--- src/rtl/cbt_pkg.sv ---
package cbt_pkg;
    localparam int T2_LSB     = 0;
    localparam int T2_W       = 3;
    localparam int T1_LSB     = 3;
    localparam int T1_W       = 4;
    localparam int TRIPLE_POS = 7;
    localparam int SJW_LSB    = 8;
    localparam int SJW_W      = 2;
    localparam int BRP_LSB    = 16;
    localparam int BRP_W      = 8;
    localparam int TWORD_W    = BRP_LSB + BRP_W;
    localparam int TRIPLE_MIN = 4;   // prescaler field value at which voting is allowed
    localparam int QCNT_W     = 6;   // holds T1 + SJW extension

    typedef struct packed {
        logic [BRP_W-1:0] brp;
        logic [SJW_W-1:0] sjw;
        logic             triple;
        logic [T1_W-1:0]  tseg1;
        logic [T2_W-1:0]  tseg2;
    } timing_t;

    typedef enum logic [1:0] {ST_CFG, ST_SYNC, ST_SEG1, ST_SEG2} seg_state_e;

    function automatic timing_t unpack_timing(input logic [TWORD_W-1:0] w);
        timing_t t;
        t.brp    = w[BRP_LSB +: BRP_W];
        t.sjw    = w[SJW_LSB +: SJW_W];
        t.triple = w[TRIPLE_POS];
        t.tseg1  = w[T1_LSB +: T1_W];
        t.tseg2  = w[T2_LSB +: T2_W];
        return t;
    endfunction
endpackage

--- src/rtl/cbt_cfg_regs.sv ---
module cbt_cfg_regs
    import cbt_pkg::*;
#(
    parameter int WORD_W  = 32,
    parameter int REQ_BIT = 12
) (
    input  logic                clk,
    input  logic                rst_n,
    input  logic                wr_en,
    input  logic                wr_sel,
    input  logic [WORD_W-1:0]   wr_data,
    input  logic                cfg_en,
    output logic                req,
    output logic [TWORD_W-1:0]  tword
);
    always_ff @(posedge clk or negedge rst_n) begin
        if (!rst_n) begin
            req   <= 1'b0;
            tword <= '0;
        end else if (wr_en) begin
            if (!wr_sel)
                req <= wr_data[REQ_BIT];
            else if (cfg_en)
                tword <= wr_data[TWORD_W-1:0];
        end
    end
endmodule

--- src/rtl/cbt_prescaler.sv ---
module cbt_prescaler #(
    parameter int CNT_W = 8
) (
    input  logic             clk,
    input  logic             rst_n,
    input  logic             run,
    input  logic [CNT_W-1:0] limit,
    output logic             tick
);
    logic [CNT_W-1:0] cnt_q;

    always_ff @(posedge clk or negedge rst_n) begin
        if (!rst_n)
            cnt_q <= '0;
        else if (!run || cnt_q == limit)
            cnt_q <= '0;
        else
            cnt_q <= cnt_q + 1'b1;
    end

    assign tick = run && (cnt_q == limit);
endmodule

--- src/rtl/cbt_sampler.sv ---
module cbt_sampler (
    input  logic clk,
    input  logic rst_n,
    input  logic tick,
    input  logic rx,
    input  logic vote_on,
    output logic fall,
    output logic bit_val
);
    logic [1:0] hist_q;   // [0] = level at the previous tick, [1] = the one before
    logic       maj;

    always_ff @(posedge clk or negedge rst_n) begin
        if (!rst_n)
            hist_q <= 2'b11;
        else if (tick)
            hist_q <= {hist_q[0], rx};
    end

    always_comb begin
        maj     = (hist_q[1] & hist_q[0]) | (hist_q[1] & rx) | (hist_q[0] & rx);
        fall    = tick && hist_q[0] && !rx;
        bit_val = vote_on ? maj : rx;
    end
endmodule

--- src/rtl/cbt_seg_fsm.sv ---
module cbt_seg_fsm
    import cbt_pkg::*;
(
    input  logic    clk,
    input  logic    rst_n,
    input  logic    tick,
    input  logic    fall,
    input  logic    bit_val,
    input  logic    req,
    input  timing_t timing,
    output logic    run,
    output logic    sample_stb,
    output logic    sample_val,
    output logic    tx_stb,
    output logic    cfg_en
);
    seg_state_e        state_q, state_d;
    logic [QCNT_W-1:0] qc_q, qc_d, ext_q, ext_d, short_q, short_d;
    logic              resync_q, resync_d;
    logic [QCNT_W-1:0] t1_len, t2_len, sjw_len, err1, rem2, ext_eff, short_eff;
    logic              edge_ok, seg1_last, seg2_last, at_sample;

    // segment lengths and resynchronisation arithmetic
    always_comb begin
        t1_len    = QCNT_W'(timing.tseg1) + QCNT_W'(1);
        t2_len    = QCNT_W'(timing.tseg2) + QCNT_W'(1);
        sjw_len   = QCNT_W'(timing.sjw) + QCNT_W'(1);
        edge_ok   = fall && !resync_q;
        err1      = qc_q + QCNT_W'(1);
        rem2      = t2_len - qc_q;
        ext_eff   = ext_q;
        if (state_q == ST_SEG1 && edge_ok)
            ext_eff = (err1 < sjw_len) ? err1 : sjw_len;
        short_eff = short_q;
        if (state_q == ST_SEG2 && edge_ok && rem2 > sjw_len)
            short_eff = sjw_len;
        seg1_last = (qc_q == t1_len - QCNT_W'(1) + ext_eff);
        seg2_last = (edge_ok && rem2 <= sjw_len) || (qc_q + short_eff == t2_len - QCNT_W'(1));
        at_sample = (state_q == ST_SEG1) && tick && seg1_last;
    end

    // next-state logic
    always_comb begin
        state_d  = state_q;
        qc_d     = qc_q;
        ext_d    = ext_q;
        short_d  = short_q;
        resync_d = resync_q;
        unique case (state_q)
            ST_CFG: begin
                if (!req) begin
                    state_d  = ST_SYNC;
                    qc_d     = '0;
                    ext_d    = '0;
                    short_d  = '0;
                    resync_d = 1'b0;
                end
            end
            ST_SYNC: begin
                if (tick) begin
                    state_d = ST_SEG1;
                    qc_d    = '0;
                end
            end
            ST_SEG1: begin
                if (tick) begin
                    if (seg1_last) begin
                        state_d = ST_SEG2;
                        qc_d    = '0;
                    end else begin
                        qc_d = qc_q + QCNT_W'(1);
                    end
                    ext_d    = ext_eff;
                    resync_d = resync_q | edge_ok;
                end
            end
            ST_SEG2: begin
                if (tick) begin
                    if (seg2_last) begin
                        state_d  = req ? ST_CFG : ST_SYNC;
                        qc_d     = '0;
                        ext_d    = '0;
                        short_d  = '0;
                        resync_d = 1'b0;
                    end else begin
                        qc_d     = qc_q + QCNT_W'(1);
                        short_d  = short_eff;
                        resync_d = resync_q | edge_ok;
                    end
                end
            end
            default: state_d = ST_CFG;
        endcase
    end

    // state register
    always_ff @(posedge clk or negedge rst_n) begin
        if (!rst_n) begin
            state_q  <= ST_SYNC;
            qc_q     <= '0;
            ext_q    <= '0;
            short_q  <= '0;
            resync_q <= 1'b0;
        end else begin
            state_q  <= state_d;
            qc_q     <= qc_d;
            ext_q    <= ext_d;
            short_q  <= short_d;
            resync_q <= resync_d;
        end
    end

    // registered outputs
    always_ff @(posedge clk or negedge rst_n) begin
        if (!rst_n) begin
            sample_stb <= 1'b0;
            sample_val <= 1'b1;
            tx_stb     <= 1'b0;
            cfg_en     <= 1'b0;
        end else begin
            sample_stb <= at_sample;
            if (at_sample)
                sample_val <= bit_val;
            tx_stb     <= (state_d == ST_SYNC) && (state_q != ST_SYNC);
            cfg_en     <= (state_d == ST_CFG);
        end
    end

    assign run = (state_q != ST_CFG);
endmodule

--- src/rtl/can_bit_timer.sv ---
module can_bit_timer
    import cbt_pkg::*;
#(
    parameter int WORD_W  = 32,
    parameter int REQ_BIT = 12
) (
    input  logic              clk,
    input  logic              rst_n,
    input  logic              wr_en,
    input  logic              wr_sel,
    input  logic [WORD_W-1:0] wr_data,
    input  logic              rx_bit,
    output logic              sample_stb,
    output logic              sample_val,
    output logic              tx_stb,
    output logic              cfg_en
);
    logic               req_w;
    logic [TWORD_W-1:0] tword_w;
    timing_t            timing_w;
    logic               run_w, tick_w, fall_w, bit_w, vote_w;

    cbt_cfg_regs #(.WORD_W(WORD_W), .REQ_BIT(REQ_BIT)) u_regs (
        .clk(clk), .rst_n(rst_n), .wr_en(wr_en), .wr_sel(wr_sel),
        .wr_data(wr_data), .cfg_en(cfg_en), .req(req_w), .tword(tword_w)
    );

    assign timing_w = unpack_timing(tword_w);
    assign vote_w   = timing_w.triple && (timing_w.brp >= BRP_W'(TRIPLE_MIN));

    cbt_prescaler #(.CNT_W(BRP_W)) u_presc (
        .clk(clk), .rst_n(rst_n), .run(run_w), .limit(timing_w.brp), .tick(tick_w)
    );

    cbt_sampler u_samp (
        .clk(clk), .rst_n(rst_n), .tick(tick_w), .rx(rx_bit),
        .vote_on(vote_w), .fall(fall_w), .bit_val(bit_w)
    );

    cbt_seg_fsm u_fsm (
        .clk(clk), .rst_n(rst_n), .tick(tick_w), .fall(fall_w), .bit_val(bit_w),
        .req(req_w), .timing(timing_w), .run(run_w), .sample_stb(sample_stb),
        .sample_val(sample_val), .tx_stb(tx_stb), .cfg_en(cfg_en)
    );
endmodule

--- config.mk ---
export PLATFORM = sky130hd
export DESIGN_NAME = can_bit_timer
export DESIGN_NICKNAME = d
export VERILOG_FILES = /design/src/rtl/cbt_pkg.sv /design/src/rtl/cbt_cfg_regs.sv /design/src/rtl/cbt_prescaler.sv /design/src/rtl/cbt_sampler.sv /design/src/rtl/cbt_seg_fsm.sv /design/src/rtl/can_bit_timer.sv
export SDC_FILE = /design/constraint.sdc
export NUM_CORES = 1
export LEC_CHECK = 0
export BUFFER_PORTS_ARGS = -buffer_cell sky130_fd_sc_hd__buf_2
export CELL_PAD_IN_SITES_DETAIL_PLACEMENT = 1
export CELL_PAD_IN_SITES_GLOBAL_PLACEMENT = 1
export CORE_UTILIZATION = 50
export DETAILED_ROUTE_END_ITERATION = 12
export GPL_ROUTABILITY_DRIVEN = 0
export MAX_ROUTING_LAYER = met4
export PLACE_DENSITY_LB_ADDON = 0.1
export SLEW_MARGIN = 10
export SYNTH_ARGS = -nofsm -noshare
export SYNTH_HDL_FRONTEND = slang
export SYNTH_SLANG_ARGS = --single-unit
--- constraint.sdc ---
create_clock -name clk -period 9.2 [get_ports clk]
set_input_delay 1.84 -clock clk [delete_from_list [all_inputs] [get_ports clk]]
set_output_delay 1.84 -clock clk [all_outputs]
set_load 0.01 [all_outputs]
* After elaboration in Yosys (flattened, before gate mapping)
Cells that the tools add are included.
Cells by class: add/sub/neg operators 10, multipliers 0, div/mod/pow operators 0, order comparisons 4, equal/unequal tests 13, shift-type cells 0, multiplexer cells 32, bitwise logic cells 7, reductions and logical operators 28
Operator list (number):
- $mux 6 | 14
- $pmux 6 s4 | 1
- $pmux 6 s3 | 1
- $add 6x6->6 | 2
- $eq 6x6->1 | 2
- $logic_and 1x1->1 | 12
- $mux 2 | 6
- $pmux 6 s2 | 1
- $sub 6x1->6 const B | 2
- $ne 2x1->1 const B | 5
- $add 8x1->8 const B | 1
- $eq 8x8->1 | 1
- $ge 8x3->1 const B | 1
- $mux 8 | 1
- $pmux 2 s4 | 1
- $reduce_and 4->1 | 2
- $add 6x1->6 const B | 1
- $gt 6x6->1 | 1
- $le 6x6->1 | 1
- $lt 6x6->1 | 1
- $mux 1 | 6
- $reduce_and 3->1 | 2
- $sub 6x6->6 | 1
- $add 4x1->5 const B | 1
- 16 further kinds | 27
Word-level totals: register bits after elaboration 60, bits in latches 0, bits in writable memories 0, ROM bits 0, logic and storage cells 107, memories 0

* Logic depth before layout (Yosys ltp)
word-level depth 16, mapped depth 21, depth with buffers taken out 20

* By module
Synthesis repeated with hierarchy kept, for this count alone.
Second synthesis, totals: cells, all modules 391, area, all modules 4005.1 µm²
Modules (own cells, without submodules):
- cbt_seg_fsm | instances 1, cells each 277, area an instance 2358.5 µm², seq. area each 628.1 µm²
- cbt_cfg_regs | instances 1, cells each 54, area an instance 1028.5 µm², seq. area each 625.6 µm²
- cbt_prescaler | instances 1, cells each 46, area an instance 500.5 µm², seq. area each 200.2 µm²
- cbt_sampler | instances 1, cells each 12, area an instance 101.3 µm², seq. area each 52.6 µm²
- can_bit_timer | instances 1, cells each 2, area an instance 16.3 µm², seq. area each 0.0 µm²

* Worst setup path after synthesis
OpenSTA, ideal clock, no wires.
path kind input port to flip-flop, from in rx_bit, to reg u_fsm.state_q[0], arrival 5395 ps, path slack 3722 ps, stages 16, buffers on the path 1, cell sequence nand2b_1 nor3_2 nand4_2 a41oi_4 mux2_2 ha_1 fa_1 a21oi_1 xnor3_1 o211ai_1 o21ai_0 mux2_4 o32ai_4 buf_6 nand2_2 a221o_1
Between the ends: cells in the longest elaborated chain, start to end 12, elaborated cells on any way between the ends 19, classes of those cells add/sub (2); eq/ne (2); mux (7); reduce/logical (8)
RTL lines:
- start, declared | line can_bit_timer.sv:12 | input logic rx_bit,
- $logic_not 1->1 * | line cbt_sampler.sv:22 | fall = tick && hist_q[0] && !rx;
- $logic_and 1x1->1 * | line cbt_sampler.sv:22
- $logic_and 1x1->1 * | line cbt_seg_fsm.sv:28 | edge_ok = fall && !resync_q;
- $logic_and 1x1->1 (2 in a row) | line cbt_seg_fsm.sv:35 | if (state_q == ST_SEG2 && edge_ok && rem2 > sjw_len)
- $mux 6 | line cbt_seg_fsm.sv:35
- $add 6x6->6 | line cbt_seg_fsm.sv:38 | seg2_last = (edge_ok && rem2 <= sjw_len) || (qc_q + short_eff == t2_len - QCNT_W'(1));
- $eq 6x6->1 | line cbt_seg_fsm.sv:38
- $logic_or 1x1->1 | line cbt_seg_fsm.sv:38
- $mux 2 | line cbt_seg_fsm.sv:79 | if (seg2_last) begin
- $mux 2 | line cbt_seg_fsm.sv:78 | if (tick) begin
- $pmux 2 s4 * | line cbt_seg_fsm.sv:49 | unique case (state_q)
- via u_fsm.state_d[0] | line cbt_seg_fsm.sv:17 | seg_state_e state_q, state_d;
- end signal, assigned | line cbt_seg_fsm.sv:105 | state_q <= state_d;
- end, declared | line cbt_seg_fsm.sv:17
The timed path passes the listed nets; every way through them passes the cells marked *. A chain may end at the register's enable or synchronous reset.

* Final worst setup path
from in rx_bit, to reg u_fsm.qc_q[0]
Between the ends: cells in the longest elaborated chain, start to end 12, elaborated cells on any way between the ends 19, classes of those cells add/sub (2); eq/ne (2); mux (7); reduce/logical (8)
RTL lines:
- $logic_not 1->1 * | line cbt_sampler.sv:22
- $logic_and 1x1->1 * | line cbt_sampler.sv:22
- $logic_and 1x1->1 * | line cbt_seg_fsm.sv:28
- $logic_and 1x1->1 (2 in a row) | line cbt_seg_fsm.sv:35
- $mux 6 | line cbt_seg_fsm.sv:35
- $add 6x6->6 | line cbt_seg_fsm.sv:38
- $eq 6x6->1 | line cbt_seg_fsm.sv:38
- $logic_or 1x1->1 | line cbt_seg_fsm.sv:38
- $mux 6 | line cbt_seg_fsm.sv:79
- $mux 6 | line cbt_seg_fsm.sv:78
- $pmux 6 s4 * | line cbt_seg_fsm.sv:49
- end signal, assigned | line cbt_seg_fsm.sv:106 | qc_q <= qc_d;
- end, declared | line cbt_seg_fsm.sv:18 | logic [QCNT_W-1:0] qc_q, qc_d, ext_q, ext_d, short_q, short_d;
Mark *: on every way between the ends. The rest lies on a longest branch, timed or not. The select of a mux whose other input is x is not followed.

==> run_results.csv <==
group,metric,value,unit
run_status,status,"completed",
setup_path,r2r_cells,19,
timing,fin_skew,0.00538,ns
detailed_routing,viasPerCell,5.82,
die,start_util,0.521,
worst_hold_path,worstHoldStart,"u_fsm.short_q[0]",
timing,post-route-period-util,0.658,
setup_path,crit_path_end_kind,"flop",
cts,numCtsBuffers,5,
die,dieHeight,89.4,um
finish,nFillCells,831,
cts,htree_levels,2,
worst_hold_path,hold_end,"u_fsm.short_q[0]",
setup_path,cp.arrival,6.25,ns
setup_path,r2r_setup_slack,3.25,ns
synth,yosysTopAreaCellShare,0.328,
cts,clock_latency,0.31,ns
setup_path,cp_common_cell,"mux2_2",
synth,synth_compound_area_frac,0.158,
setup_path,max_stage_delay,0.56,ns
timing,slew_headroom,0.298,
cts,clock-sinks,54,
global_route,grt.total_usage,0.239,
synth,yosys_warnings,0,
die,ios,41,
synth,synth_nets,444,
timing,setup_tns,0,ns
cts,clockRootBuffer,"clkbuf_8",
timing,worst_slew_pin_slew,1.05,ns
placement,dpl.hpwl,6440,um
finish,synthToLayoutAreaGrowth,7.34,%
synth,synthAdderAreaFrac,0.104,
power_and_ir_drop,irDropWorstVdd,105,uV
synth,synthSimpleGateAreaFrac,0.164,
synth,netlist_instances,377,
timing,setup_ws,3.15,ns
timing,fmax,0.165,GHz
die,design.core.area,0.00733,mm^2
global_route,overflow,0,
timing,rsz0062_at_grt,"no",
setup_path,crit_path_start_kind,"input port",
timing,hold_viol_final,0,
global_route,antenna_found_initial,0,
synth,syn_avg_cell_area,10.1,um^2
detailed_routing,drt_iter0_drc,211,
detailed_routing,wl,8490,um
synth,synth_edf_count,0,
synth,yosys_most_used_dff,"dfrtp_1",
setup_path,r2r_start,"u_regs.tword[0]",
synth,yosysSeqAreaShare,0.355,
detailed_routing,wl_per_cell,17.0,um
finish,n_antenna_cell,0,
worst_hold_path,holdCritPathClass,"reg -> reg",
synth,synthMuxAreaShare,0.0881,
synth,synth_cell_types,62,
cts,cts_hold_buf,0,
setup_path,reg2reg_to,"u_fsm.qc_q[0]",
die,dieArea,0.00799,mm^2
cts,cts_resized,0,
power_and_ir_drop,power_density,266,mW/mm^2
global_route,grt_max_degree,55,
cts,clk_pin_slew,0.09,ns
synth,yosysTopAreaCell,"dfrtp_1",
synth,ys_async_sr_fraction,1.00,
detailed_routing,ant_nets,0,
power_and_ir_drop,power_leakage,1.93,nW
setup_path,crit_chain,"buf_2, nand2b_1, nor3_2, nand4_2, a41oi_4, mux2_2, ha_1, fa_1, a21oi_1, xnor3_1, o211ai_1, o21ai_0, mux2_4, o32ai_4, a211oi_1, mux2_2",
synth,synth_xor_area_frac,0.0904,
cts,clk_path_buf_depth,2,
detailed_routing,post-route-drc-count,0,
placement,io_buffers,27,
global_route,grt_pass1_wl,14000,um
placement,pre_cts_ws,2.84,ns
synth,synth_area_leaders,"dfrtp_1, ha_1, mux2_2",
setup_path,critPathKind,"in -> reg",
finish,final_nets,465,
timing,setup_viol,0,
timing,period_minus_slack,6.05,ns
die,rows,31,
job,cap_violations,0,
detailed_routing,drt-pass1-iter-count,4,
cts,cts_setup_buffers,0,
setup_path,path_max_fanout,14,
global_route,grt_pass1_vias,2920,
worst_hold_path,min_path_cells,2,
synth,synth_area,0.00382,mm^2
cts,cts_tree,"done",
timing,whs,0.489,ns
setup_path,required,9.40,ns
timing,maxSlewViolCount,0,
synth,synth_seq_cells,54,
detailed_routing,vias,2898,
die,die_w,89.4,um
setup_path,cpMaxStageDelayCell,"o32ai_4",
finish,layout-drive-gt1-share,0.201,
synth,synth_top_family_by_area,"simple AND/OR/NAND/NOR gates",
## power breakdown
group	total, mW	switching [mW]	internal (mW)
sequential	0.369	0.0759	0.293
clock	0.139	0.0778	0.0610
combinational	0.582	0.328	0.254
## stage by stage
step	power (mW)	instance area (um^2)	utilization	std cells
6_report	1.09	4100	0.559	498
5_1_grt	1.19	4100	0.559	498
4_1_cts	1.11	4100	0.559	498
3_5_place_dp	0.958	4010	0.547	490
3_3_place_gp	0.927	4010	0.547	490
2_1_floorplan	0.834	3820	-	377
## synth_stat cells, drive strengths merged, types with 6 or more instances
cell type  number
a21oi          19
and3            7
clkbuf          9
dfrtp          50
ha             27
inv            20
mux2           26
nand2          19
nand2b          6
nand3          19
nand4           6
nor2           23
nor2b           7
o21ai          14
xnor2          12
xor2           24
## per-layer routing
layer	GRT usage	part of all wire	routed length, um	vias to the layer above
li1	-	-	-	1401
met1	0.287	0.45	3840	1448
met2	0.424	0.52	4390	39
met3	0.0314	0.017	147	10
met4	0.0606	0.012	103	0
met5	-	0	0	-
## critical path: cells and delay by family
family	cells	cell delay, ns
muxes	3	1.02
AOI/OAI and AO/OA	6	1.70
adders and majority gates	2	0.62
xor gates and xnor gates	1	0.26
and+or+nand+nor	3	0.66
buffers and inverters	1	0.12
## kinds of logic after synthesis
family	Yosys count
adders and majority gates	30
DFF	54
and+or+nand+nor	113
buffers and inverters	34
xor gates and xnor gates	37
AOI/OAI and AO/OA	79
muxes	30
## flip-flops by register name, summed over array words and instances, names as in the netlist
name and cells:
u_fsm.ext_q 6, u_fsm.resync_q 1, u_fsm.tx_stb 1, u_regs.tword 18, u_fsm.short_q 6, u_fsm.qc_q 6, u_fsm.sample_stb 1, u_samp.hist_q 2
u_presc.cnt_q 8, u_fsm.sample_val 1, u_fsm.cfg_en 1, u_fsm.state_q 2, u_regs.req 1
## worst max-delay path by stage
stage / start / endpoint / cells past startpoint
floorplan: rx_bit / u_fsm.state_q[0] / 16
global placement: rx_bit / u_fsm.qc_q[0] / 16
detailed placement: rx_bit / u_fsm.qc_q[0] / 16
CTS: rx_bit / u_fsm.qc_q[0] / 16
global route: u_regs.tword[0] / u_fsm.qc_q[0] / 19
finish: rx_bit / u_fsm.qc_q[0] / 16
## area by class of cell
class	count	area, um^2	share of cell area
multi-input combinational	289	2310	0.563
clock buffer	7	86.3	0.0211
timing repair buffer	28	143	0.0348
inverter	20	75.1	0.0183
clock inverter	1	5.00	0.00122
tap	99	124	0.0302
sequential	54	1360	0.331
## layout by cell type, fill, tap and decap left out, types with 6 or more instances in the layout
cell	instances
a21oi_1	18
and3_1	7
buf_2	27
clkbuf_8	6
dfrtp_1	50
ha_1	27
inv_1	20
mux2_2	25
nand2_1	18
nand2b_1	6
nand3_1	19
nor2_1	23
nor2b_1	7
o21ai_0	12
xnor2_1	12
xor2_1	23
Note: power is estimated with default switching activity, not from simulation.
